**src/rtl/lsq_pkg.sv**
```systemverilog
package lsq_pkg;

    localparam int ADDR_W   = 32;
    localparam int TAG_W    = 4;
    localparam int WORD_LSB = 2;

    typedef logic [ADDR_W-1:0] addr_t;
    typedef logic [TAG_W-1:0]  tag_t;

    typedef struct packed {
        logic  valid;
        logic  addr_ok;
        addr_t addr;
        tag_t  tag;
    } slot_t;

    // a precedes b in program order (window of half the tag space)
    function automatic logic is_older(tag_t a, tag_t b);
        tag_t diff;
        diff = b - a;
        return (diff != '0) && !diff[TAG_W-1];
    endfunction

    function automatic logic same_word(addr_t a, addr_t b);
        return a[ADDR_W-1:WORD_LSB] == b[ADDR_W-1:WORD_LSB];
    endfunction

endpackage

```
**src/rtl/lsq_pick_first.sv**
```systemverilog
module lsq_pick_first #(
    parameter int N  = 4,
    parameter int IW = (N > 1) ? $clog2(N) : 1
) (
    input  logic [N-1:0]  req,
    output logic          found,
    output logic [IW-1:0] idx
);
    always_comb begin
        found = 1'b0;
        idx   = '0;
        for (int k = N - 1; k >= 0; k--) begin
            if (req[k]) begin
                found = 1'b1;
                idx   = k[IW-1:0];
            end
        end
    end
endmodule

```
**src/rtl/lsq_hazard_matrix.sv**
```systemverilog
module lsq_hazard_matrix
    import lsq_pkg::*;
#(
    parameter int DEPTH = 4
) (
    input  slot_t [DEPTH-1:0] ldq,
    input  slot_t [DEPTH-1:0] stq,
    output logic  [DEPTH-1:0] ld_block,
    output logic  [DEPTH-1:0] st_block
);
    for (genvar gi = 0; gi < DEPTH; gi++) begin : g_row
        logic [DEPTH-1:0] raw_v;
        logic [DEPTH-1:0] war_v;
        logic [DEPTH-1:0] waw_v;

        always_comb begin
            for (int j = 0; j < DEPTH; j++) begin
                // load gi against store j
                raw_v[j] = ldq[gi].valid && stq[j].valid
                        && is_older(stq[j].tag, ldq[gi].tag)
                        && (!stq[j].addr_ok
                            || (ldq[gi].addr_ok && same_word(stq[j].addr, ldq[gi].addr)));
                // store gi against load j
                war_v[j] = stq[gi].valid && ldq[j].valid
                        && is_older(ldq[j].tag, stq[gi].tag)
                        && (!ldq[j].addr_ok
                            || (stq[gi].addr_ok && same_word(ldq[j].addr, stq[gi].addr)));
                // store gi against store j
                waw_v[j] = stq[gi].valid && stq[j].valid
                        && is_older(stq[j].tag, stq[gi].tag)
                        && (!stq[j].addr_ok
                            || (stq[gi].addr_ok && same_word(stq[j].addr, stq[gi].addr)));
            end
        end

        assign ld_block[gi] = |raw_v;
        assign st_block[gi] = |(war_v | waw_v);
    end
endmodule

```
**src/rtl/lsq_order_check.sv**
```systemverilog
module lsq_order_check
    import lsq_pkg::*;
#(
    parameter int DEPTH = 4,
    parameter int AW    = ADDR_W,
    parameter int TW    = TAG_W,
    parameter int IW    = (DEPTH > 1) ? $clog2(DEPTH) : 1
) (
    input  logic          clk,
    input  logic          rst_n,
    input  logic          ld_enq_valid,
    input  logic          ld_enq_addr_valid,
    input  logic [AW-1:0] ld_enq_addr,
    input  logic [TW-1:0] ld_enq_tag,
    output logic          ld_enq_ready,
    output logic [IW-1:0] ld_enq_slot,
    input  logic          st_enq_valid,
    input  logic          st_enq_addr_valid,
    input  logic [AW-1:0] st_enq_addr,
    input  logic [TW-1:0] st_enq_tag,
    output logic          st_enq_ready,
    output logic [IW-1:0] st_enq_slot,
    input  logic          ld_upd_valid,
    input  logic [IW-1:0] ld_upd_slot,
    input  logic [AW-1:0] ld_upd_addr,
    input  logic          st_upd_valid,
    input  logic [IW-1:0] st_upd_slot,
    input  logic [AW-1:0] st_upd_addr,
    output logic          ld_issue_valid,
    input  logic          ld_issue_ready,
    output logic [IW-1:0] ld_issue_slot,
    output logic [AW-1:0] ld_issue_addr,
    output logic [TW-1:0] ld_issue_tag,
    output logic          st_issue_valid,
    input  logic          st_issue_ready,
    output logic [IW-1:0] st_issue_slot,
    output logic [AW-1:0] st_issue_addr,
    output logic [TW-1:0] st_issue_tag,
    output logic [DEPTH-1:0] ld_hazard,
    output logic [DEPTH-1:0] st_hazard
);
    localparam int CW = IW + 1;

    typedef struct packed {
        slot_t [DEPTH-1:0] lq;
        slot_t [DEPTH-1:0] sq;
        logic  [IW-1:0]    ld_head;
        logic  [IW-1:0]    ld_tail;
        logic  [CW-1:0]    ld_count;
    } state_t;

    state_t st_q, st_d;

    function automatic logic [IW-1:0] bump(logic [IW-1:0] p);
        return (p == IW'(DEPTH - 1)) ? '0 : p + 1'b1;
    endfunction

    logic [DEPTH-1:0] ld_block, st_block;
    logic [DEPTH-1:0] st_free, st_elig;
    logic             free_found, st_found;
    logic [IW-1:0]    free_idx, st_idx;
    slot_t            head_e, st_sel;
    logic             ld_pop, ld_push, st_pop, st_push;

    lsq_hazard_matrix #(.DEPTH(DEPTH)) u_matrix (
        .ldq      (st_q.lq),
        .stq      (st_q.sq),
        .ld_block (ld_block),
        .st_block (st_block)
    );

    for (genvar gs = 0; gs < DEPTH; gs++) begin : g_stq
        assign st_free[gs] = !st_q.sq[gs].valid;
        assign st_elig[gs] = st_q.sq[gs].valid && st_q.sq[gs].addr_ok && !st_block[gs];
    end

    lsq_pick_first #(.N(DEPTH), .IW(IW)) u_free_pick (
        .req   (st_free),
        .found (free_found),
        .idx   (free_idx)
    );

    lsq_pick_first #(.N(DEPTH), .IW(IW)) u_issue_pick (
        .req   (st_elig),
        .found (st_found),
        .idx   (st_idx)
    );

    assign head_e = st_q.lq[st_q.ld_head];
    assign st_sel = st_q.sq[st_idx];

    assign ld_enq_ready   = (st_q.ld_count != CW'(DEPTH));
    assign ld_enq_slot    = st_q.ld_tail;
    assign st_enq_ready   = free_found;
    assign st_enq_slot    = free_idx;

    assign ld_issue_valid = head_e.valid && head_e.addr_ok && !ld_block[st_q.ld_head];
    assign ld_issue_slot  = st_q.ld_head;
    assign ld_issue_addr  = head_e.addr;
    assign ld_issue_tag   = head_e.tag;

    assign st_issue_valid = st_found;
    assign st_issue_slot  = st_idx;
    assign st_issue_addr  = st_sel.addr;
    assign st_issue_tag   = st_sel.tag;

    assign ld_hazard      = ld_block;
    assign st_hazard      = st_block;

    assign ld_pop  = ld_issue_valid && ld_issue_ready;
    assign ld_push = ld_enq_valid && ld_enq_ready;
    assign st_pop  = st_issue_valid && st_issue_ready;
    assign st_push = st_enq_valid && st_enq_ready;

    always_comb begin
        st_d = st_q;

        if (ld_upd_valid && st_q.lq[ld_upd_slot].valid) begin
            st_d.lq[ld_upd_slot].addr_ok = 1'b1;
            st_d.lq[ld_upd_slot].addr    = ld_upd_addr;
        end
        if (st_upd_valid && st_q.sq[st_upd_slot].valid) begin
            st_d.sq[st_upd_slot].addr_ok = 1'b1;
            st_d.sq[st_upd_slot].addr    = st_upd_addr;
        end

        if (ld_pop) begin
            st_d.lq[st_q.ld_head].valid = 1'b0;
            st_d.ld_head = bump(st_q.ld_head);
        end
        if (ld_push) begin
            st_d.lq[st_q.ld_tail] = '{valid: 1'b1, addr_ok: ld_enq_addr_valid,
                                      addr: ld_enq_addr, tag: ld_enq_tag};
            st_d.ld_tail = bump(st_q.ld_tail);
        end
        st_d.ld_count = st_q.ld_count + CW'(ld_push) - CW'(ld_pop);

        if (st_pop) begin
            st_d.sq[st_idx].valid = 1'b0;
        end
        if (st_push) begin
            st_d.sq[free_idx] = '{valid: 1'b1, addr_ok: st_enq_addr_valid,
                                  addr: st_enq_addr, tag: st_enq_tag};
        end
    end

    always_ff @(posedge clk) begin
        if (!rst_n) begin
            st_q <= '0;
        end else begin
            st_q <= st_d;
        end
    end
endmodule

```
**config.mk**
```make
export PLATFORM = sky130hd
export DESIGN_NAME = lsq_order_check
export DESIGN_NICKNAME = d
export VERILOG_FILES = /design/src/rtl/lsq_pkg.sv /design/src/rtl/lsq_pick_first.sv /design/src/rtl/lsq_hazard_matrix.sv /design/src/rtl/lsq_order_check.sv
export SDC_FILE = /design/constraint.sdc
export NUM_CORES = 2
export LEC_CHECK = 0
export BUFFER_PORTS_ARGS = -buffer_cell sky130_fd_sc_hd__buf_2
export CORE_MARGIN = 2
export CORE_UTILIZATION = 35
export CTS_CLUSTER_SIZE = 24
export DETAILED_ROUTE_END_ITERATION = 12
export GPL_ROUTABILITY_DRIVEN = 0
export PLACE_DENSITY_LB_ADDON = 0.05
export SLEW_MARGIN = 10
export SYNTH_ARGS = -nofsm -noshare
export SYNTH_HDL_FRONTEND = slang
export SYNTH_SLANG_ARGS = --single-unit
```
**constraint.sdc**
```tcl
create_clock -name clk -period 5.35 [get_ports clk]
set_input_delay 0.2675 -clock clk [delete_from_list [all_inputs] [get_ports clk]]
set_output_delay 0.2675 -clock clk [all_outputs]
set_load 0.01 [all_outputs]
```
-- Yosys cells after proc, flatten, opt, wreduce, memory -nomap -nowiden
Cells that the tools add are included.
- input port bits: 150
- memories: 0
- logic and storage cells: 597
- output and inout bits: 92
- RAM bits: 0
- bits in read-only memories: 0
- register bits after elaboration: 311
- latch bits: 0
- multiply operators: 0
- equality and inequality tests: 47
- shifts and indexed selects: 0
- add/subtract/negate cells: 52
- bitwise operators: 4
- reduce and logical (&&, ||, !) cells: 389
- divide/modulo/power cells: 0
- muxes and demuxes: 58
- order comparisons: 12
- operator list (kind ; count):
    $eq A30 B30 Y1 ; 44
    $bwmux W152 ; 8
    $mux W152 ; 6
    $demux W38 S2 ; 8
    $bmux W38 S2 ; 4
    $mux W38 ; 7
    $logic_and A1 B1 Y1 ; 228
    $reduce_bool A4 Y1 ; 48
    $sub A4 B4 Y4 ; 48
    $mux W36 ; 3
    $mux W37 ; 2
    $logic_not A1 Y1 ; 61
    $logic_or A1 B1 Y1 ; 44
    $reduce_or A4 Y1 ; 8
    $mux W2 ; 10
    $lt A2 B3 Y1 const B ; 6
    $or A4 B4 Y4 ; 4
    $ge A2 B1 Y1 const B ; 6
    $mux W1 ; 9
    $add A2 B1 Y2 const B ; 2
    $eq A2 B2 Y1 const B ; 2
    $add A3 B1 Y3 ; 1
    $ne A3 B3 Y1 const B ; 1
    $sub A3 B1 Y3 ; 1
    $bmux W1 S2 ; 1

-- Longest topological paths before layout
- word-level depth: 21
- gate-level depth with buffers: 18
- depth with buffers taken out: 18

-- Modules after synthesis
A second synthesis with hierarchy kept.
- cell total of the unflattened synthesis: 3180
- area, all modules: 29045.4 um2
- by module, submodules not included (module ; cells an instance ; instances ; area each (um2) ; seq. area each (um2)):
    lsq_order_check ; 1505 ; 1 ; 15984.1 ; 6226.0
    lsq_hazard_matrix ; 1661 ; 1 ; 12991.2 ; 0.0
    lsq_pick_first ; 7 ; 2 ; 35.0 ; 0.0

-- Worst setup path before layout
OpenSTA, ideal clock, no wires.
- path type: register to register
- start: register st_q[46] (netlist name)
- end: register st_q[2] (netlist name)
- data required time: 5.222 ns
- path buffers: 0
- stages on the path, launching flop included: 19
- period minus slack after synthesis: 4.211 ns
- setup time: 0.128 ns
- path slack: 1.139 ns
- arrival time: 4.084 ns
- path through: dfxtp_1 inv_1 ha_1 and3b_1 or3_1 o2111ai_1 nor2_1 a211o_1 o41ai_1 a31oi_1 a211oi_2 ha_1 inv_1 ha_1 inv_1 fa_1 xor2_1 xnor2_1 nor2_1
- longest elaborated chain between the ends: 12
- elaborated cells between the ends (all ways): 34
- those cells by class: add/sub (5); mux (2); reduce/logical (27)
- RTL lines (item ; line ; text):
    start: declaration ; lsq_order_check.sv:52 ; state_t st_q, st_d;
    start signal: assignment ; lsq_order_check.sv:151 ; st_q <= st_d;
    $sub A4 B4 Y4 ; lsq_pkg.sv:20 ; diff = b - a;
    $reduce_bool A4 Y1 / $logic_not A1 Y1 (equally long branches) ; lsq_pkg.sv:21 ; return (diff != '0) && !diff[TAG_W-1];
    $logic_and A1 B1 Y1 ; lsq_pkg.sv:21 ;
    $logic_and A1 B1 Y1 ; lsq_hazard_matrix.sv:20 ; && is_older(stq[j].tag, ldq[gi].tag)
    $logic_and A1 B1 Y1 ; lsq_hazard_matrix.sv:21 ; && (!stq[j].addr_ok
    $reduce_or A4 Y1 ; lsq_hazard_matrix.sv:36 ; assign ld_block[gi] = |raw_v;
    $bmux W1 S2 * ; lsq_order_check.sv:97 ; assign ld_issue_valid = head_e.valid && head_e.addr_ok && !ld_block[st_q.ld_head];
    $mux W1 (implied by the code) * ; lsq_order_check.sv:97 ;
    $logic_not A1 Y1 * ; lsq_order_check.sv:97 ;
    $logic_and A1 B1 Y1 * ; lsq_order_check.sv:97 ;
    $logic_and A1 B1 Y1 * ; lsq_order_check.sv:110 ; assign ld_pop = ld_issue_valid && ld_issue_ready;
    $sub A3 B1 Y3 * ; lsq_order_check.sv:136 ; st_d.ld_count = st_q.ld_count + CW'(ld_push) - CW'(ld_pop);
Mark *: on every way between the ends. The rest lies on a longest branch, timed or not. The select of a mux whose other input is x is not followed.
A chain may end at the register's enable or synchronous reset.

-- Final worst setup path
- start: register st_q[62] (netlist name)
- end: output st_issue_addr[3]
- longest elaborated chain between the ends: 14
- elaborated cells between the ends (all ways): 62
- those cells by class: eq/ne (10); mux (6); bitwise (4); reduce/logical (42)
- RTL lines (item ; line ; text):
    $eq A30 B30 Y1 ; lsq_pkg.sv:25 ; return a[ADDR_W-1:WORD_LSB] == b[ADDR_W-1:WORD_LSB];
    $logic_and A1 B1 Y1 ; lsq_hazard_matrix.sv:32 ; || (stq[gi].addr_ok && same_word(stq[j].addr, stq[gi].addr)));
    $logic_or A1 B1 Y1 ; lsq_hazard_matrix.sv:32 ;
    $logic_and A1 B1 Y1 ; lsq_hazard_matrix.sv:31 ; && (!stq[j].addr_ok
    $or A4 B4 Y4 ; lsq_hazard_matrix.sv:37 ; assign st_block[gi] = |(war_v | waw_v);
    $reduce_or A4 Y1 ; lsq_hazard_matrix.sv:37 ;
    $logic_not A1 Y1 ; lsq_order_check.sv:74 ; assign st_elig[gs] = st_q.sq[gs].valid && st_q.sq[gs].addr_ok && !st_block[gs];
    $logic_and A1 B1 Y1 ; lsq_order_check.sv:74 ;
    $mux W2 (3 in a row) ; lsq_pick_first.sv:13 ; if (req[k]) begin
    $mux W2 * ; lsq_pick_first.sv:13 ;
    $bmux W38 S2 * ; lsq_order_check.sv:90 ; assign st_sel = st_q.sq[st_idx];
    $mux W36 (implied by the code) * ; lsq_order_check.sv:90 ;
    end: declaration ; lsq_order_check.sv:37 ; output logic [AW-1:0] st_issue_addr,
Marked as above.

==> impl_metrics.yaml <==
power:
  switching_share: 0.408
  p_clk_frac: 0.295
  pwr-share-comb: 0.358
  power.leakage_nw: 14.7
  p_per_area_nw_per_um2: 283
  ir_worst_vdd_mv: 0.212
  power.switching_w: 0.00380
  seqPwrFrac: 0.347
  intPower_w: 0.00552
grt:
  grtUsageTotal: 0.346
  grt_pass1_vias: 27500
  grt_max_degree: 142
  antenna_found_initial: 5
  grt_pass1_wl_mm: 213
  gr-total-overflow: 0
layout:
  fillers: 8484
  fin_nets: 3902
  drive_gt1_frac: 0.156
  layout.cells.non_filler: 4691
  areaGrowthSynthToFinish_pct: 14.5
worst_hold_path:
  hp-class: "primary input to flop"
sta:
  report.final.setup_viol: 2
  fin_skew_ps: 18.2
  relSlewSlack: 0.234
  report.final.slew_viol_count: 0
  finalCritPeriodShare: 1.01
  hold_viol_final: 0
  fmax_mhz: 185
  rsz0062_at_grt: "false"
  layout_setup_ws_ps: -43.9
  worstMarginPinSlew_ps: 1140
  tns_ps: -80.6
  fin_crit_ps: 5390
synthesis:
  synth_area_leaders: "dfxtp_1 (22%), xnor2_1 (12%), xor2_1 (10%)"
  ys_types: 77
  seq_area_frac_synth: 0.216
  synth.top_cell.area_share: 0.216
  synth.avg_cell_area_um2: 8.27
  async_flop_share: 0
  syn_area_um2: 28800
  syn-num-nets: 3787
  synth_ff_type: "dfxtp_1"
  ys.warnings.count: 0
  ys_ff_latch: 311
  synth_top_area_cell: "dfxtp_1"
  synth_edf_count: 0
  synthCells: 3477
floorplanning:
  design.die.area_um2: 84500
  die_h_um: 291
  initial_core_util: 0.352
  num_rows: 105
  die_w_um: 291
  io_pins: 242
  core_um2: 81700
placed_design:
  dp_hpwl_mm: 113
  placedCellCount: 4562
  port_buffers: 241
clock_network:
  root_buffer: "clkbuf_16"
  cts_buffers: 41
  clkSinkCount: 311
  post_cts_buffers: 0
  clkTransAtPathRegs_ps: 60
  clock_path_buffers: 3
  clock_latency_ps: 590
  cts_tree: "done"
  cts-htree-levels: 2
critical_path:
  cp_slowest_stage_delay_ps: 790
  critPathMaxFanout: 38
  crit_arrival_ps: 5130
  crit_type: "flop to primary output"
  crit_chain: "xor2_1, nor4_1, nand4_1, nor4_1, buf_4, or3b_2, nor4b_4, o2bb2a_4, buf_4, a32oi_1, o221ai_1, buf_2"
  cp-start-kind: "flop"
  endpoint_kind: "primary output"
  worst_path_max_delay_cell: "dfxtp_1"
  cp_data_required_time_ps: 5080
routing:
  drt_iter0_drc: 2938
  drc: 0
  num_vias: 28300
  dr.pass1.iters: 7
  viasPerCell: 6.02
  post_drt_wl_per_cell_um: 32.2
  ant_nets: 0
  routed_wl_mm: 151
job:
  max-cap-violations: 0
run_status:
  status: "finished, violations left"
  violations: "setup timing"
-- layout by cell type (no fill, tap or decap), drive strengths merged, types with 6 or more instances in the layout --
cell         count
buf            433
xnor2          393
xor2           347
dfxtp          311
nor2           267
mux2i          230
a211oi         199
nand2          185
ha             142
inv            135
nand4          113
nor4           105
o21ai          104
a21oi           72
clkbuf          58
dlygate4sd3     57
o221ai          39
a32oi           38
nand3           37
o211ai          36
mux4            36
nor2b           27
nor3            26
fa              18
nand2b          17
a31oi           16
a21o            14
and2            12
o21a            12
or3             10
o22ai            9
and3             8
a31o             7
clkinv           7
o32a             6
nand4b           6
or2              6
-- power by group through the flow --
stage,Clock [W],Combinational (W),Sequential (W)
floorplan,0,0.00235,0.00265
global placement,0,0.00317,0.00324
detailed placement,0,0.00317,0.00324
CTS,0.00280,0.00323,0.00319
global route,0.00289,0.00354,0.00321
finish,0.00275,0.00333,0.00323
-- cells by family after synthesis --
kind of cell             count (synthesis)  synth area share
AO/OA/AOI/OAI                          605             0.150
XOR/XNOR                               740             0.227
adder cells (fa/ha/maj)                160            0.0743
buffers and inverters                  551            0.0798
flip-flops                             311             0.216
multiplexers                           266             0.108
AND/OR/NAND/NOR                        844             0.145
-- path summary, 6_finish.rpt --
path                         from  slack [ps]               end  cells after the start
hold / removal    st_enq_addr[16]          10         st_q[141]                      3
setup reg to reg         st_q[53]         470           st_q[2]                     18
setup / recovery         st_q[62]         -40  st_issue_addr[3]                     12
hold reg to reg           st_q[2]         540           st_q[2]                      2
-- per-stage QoR --
stage / setup slack, ps / total power (W) / util / instance area, um2 / hold slack (ps)
floorplan: 1140 / 0.00500 / - / 28800 / 358
global route: 0.198 / 0.00964 / 0.403 / 32900 / 16.3
detailed placement: 444 / 0.00642 / 0.380 / 31100 / 517
global placement: 380 / 0.00641 / 0.380 / 31100 / 516
finish: -43.9 / 0.00932 / 0.403 / 32900 / 12.1
CTS: 93.3 / 0.00922 / 0.403 / 32900 / 0.299
-- worst max-delay path, delay by kind of cell, from the launching register on --
family / cells / cell delay, ps
xor gates and xnor gates: 1 / 140
and+or+nand+nor: 5 / 2040
buffers and inverters: 3 / 890
AOI/OAI and AO/OA: 3 / 600
DFF: 1 / 790
-- final cells by class --
type                       instances  area, um2  share of cell area
antenna                            2       5.00            0.000152
clock buffer                      58       1150              0.0350
clock inverter                    12        120             0.00365
inverter                         133        507              0.0154
multi-input combinational       2615      20300               0.616
sequential                       311       6230               0.189
tap                             1070       1340              0.0407
timing repair buffer             490       3280              0.0996
-- sequential cells by signal, indices dropped and copies added (netlist names) --
signal and count:
ld_enq_slot 2, st_q 307, ld_issue_slot 2
-- metal layers --
layer / part of all wire / vias to the layer above / track usage
li1: - / 12400 / -
met1: 0.39 / 13900 / 0.424
met2: 0.46 / 1599 / 0.571
met3: 0.080 / 430 / 0.0655
met4: 0.066 / 2 / 0.194
met5: 0.000079 / - / 0
-- Yosys cell counts (5+ instances only) --
| master | count |
|---|---|
| xnor2_1 | 393 |
| xor2_1 | 344 |
| dfxtp_1 | 311 |
| nor2_1 | 267 |
| clkbuf_1 | 251 |
| mux2i_1 | 230 |
| a211oi_1 | 197 |
| nand2_1 | 185 |
| ha_1 | 142 |
| inv_1 | 133 |
| buf_2 | 131 |
| nand4_1 | 113 |
| nor4_1 | 104 |
| o21ai_0 | 104 |
| a21oi_1 | 72 |
| o221ai_1 | 39 |
| a32oi_1 | 38 |
| mux4_2 | 36 |
| nand3_1 | 36 |
| o211ai_1 | 36 |
| nor2b_1 | 27 |
| nor3_1 | 26 |
| buf_1 | 24 |
| fa_1 | 18 |
| nand2b_1 | 17 |
| a31oi_1 | 16 |
| a21o_1 | 14 |
| and2_1 | 12 |
| o21a_1 | 12 |
| or3_1 | 10 |
| o22ai_1 | 9 |
| and3_1 | 8 |
| a31o_2 | 7 |
| buf_4 | 7 |
| nand4b_1 | 6 |
| o32a_1 | 6 |
| a311oi_1 | 5 |
| buf_6 | 5 |
| nand3b_1 | 5 |
| o2111ai_1 | 5 |
| o22a_1 | 5 |
| or2_2 | 5 |
-- timing repair --
item / 4_1_cts / 5_1_grt
gates resized for setup: 1 / 2
setup endpoints to repair: 6 / 11
hold buffers: 57 / 0
hold endpoints to repair: 105 / 0
(Power assumes the default switching activity.)
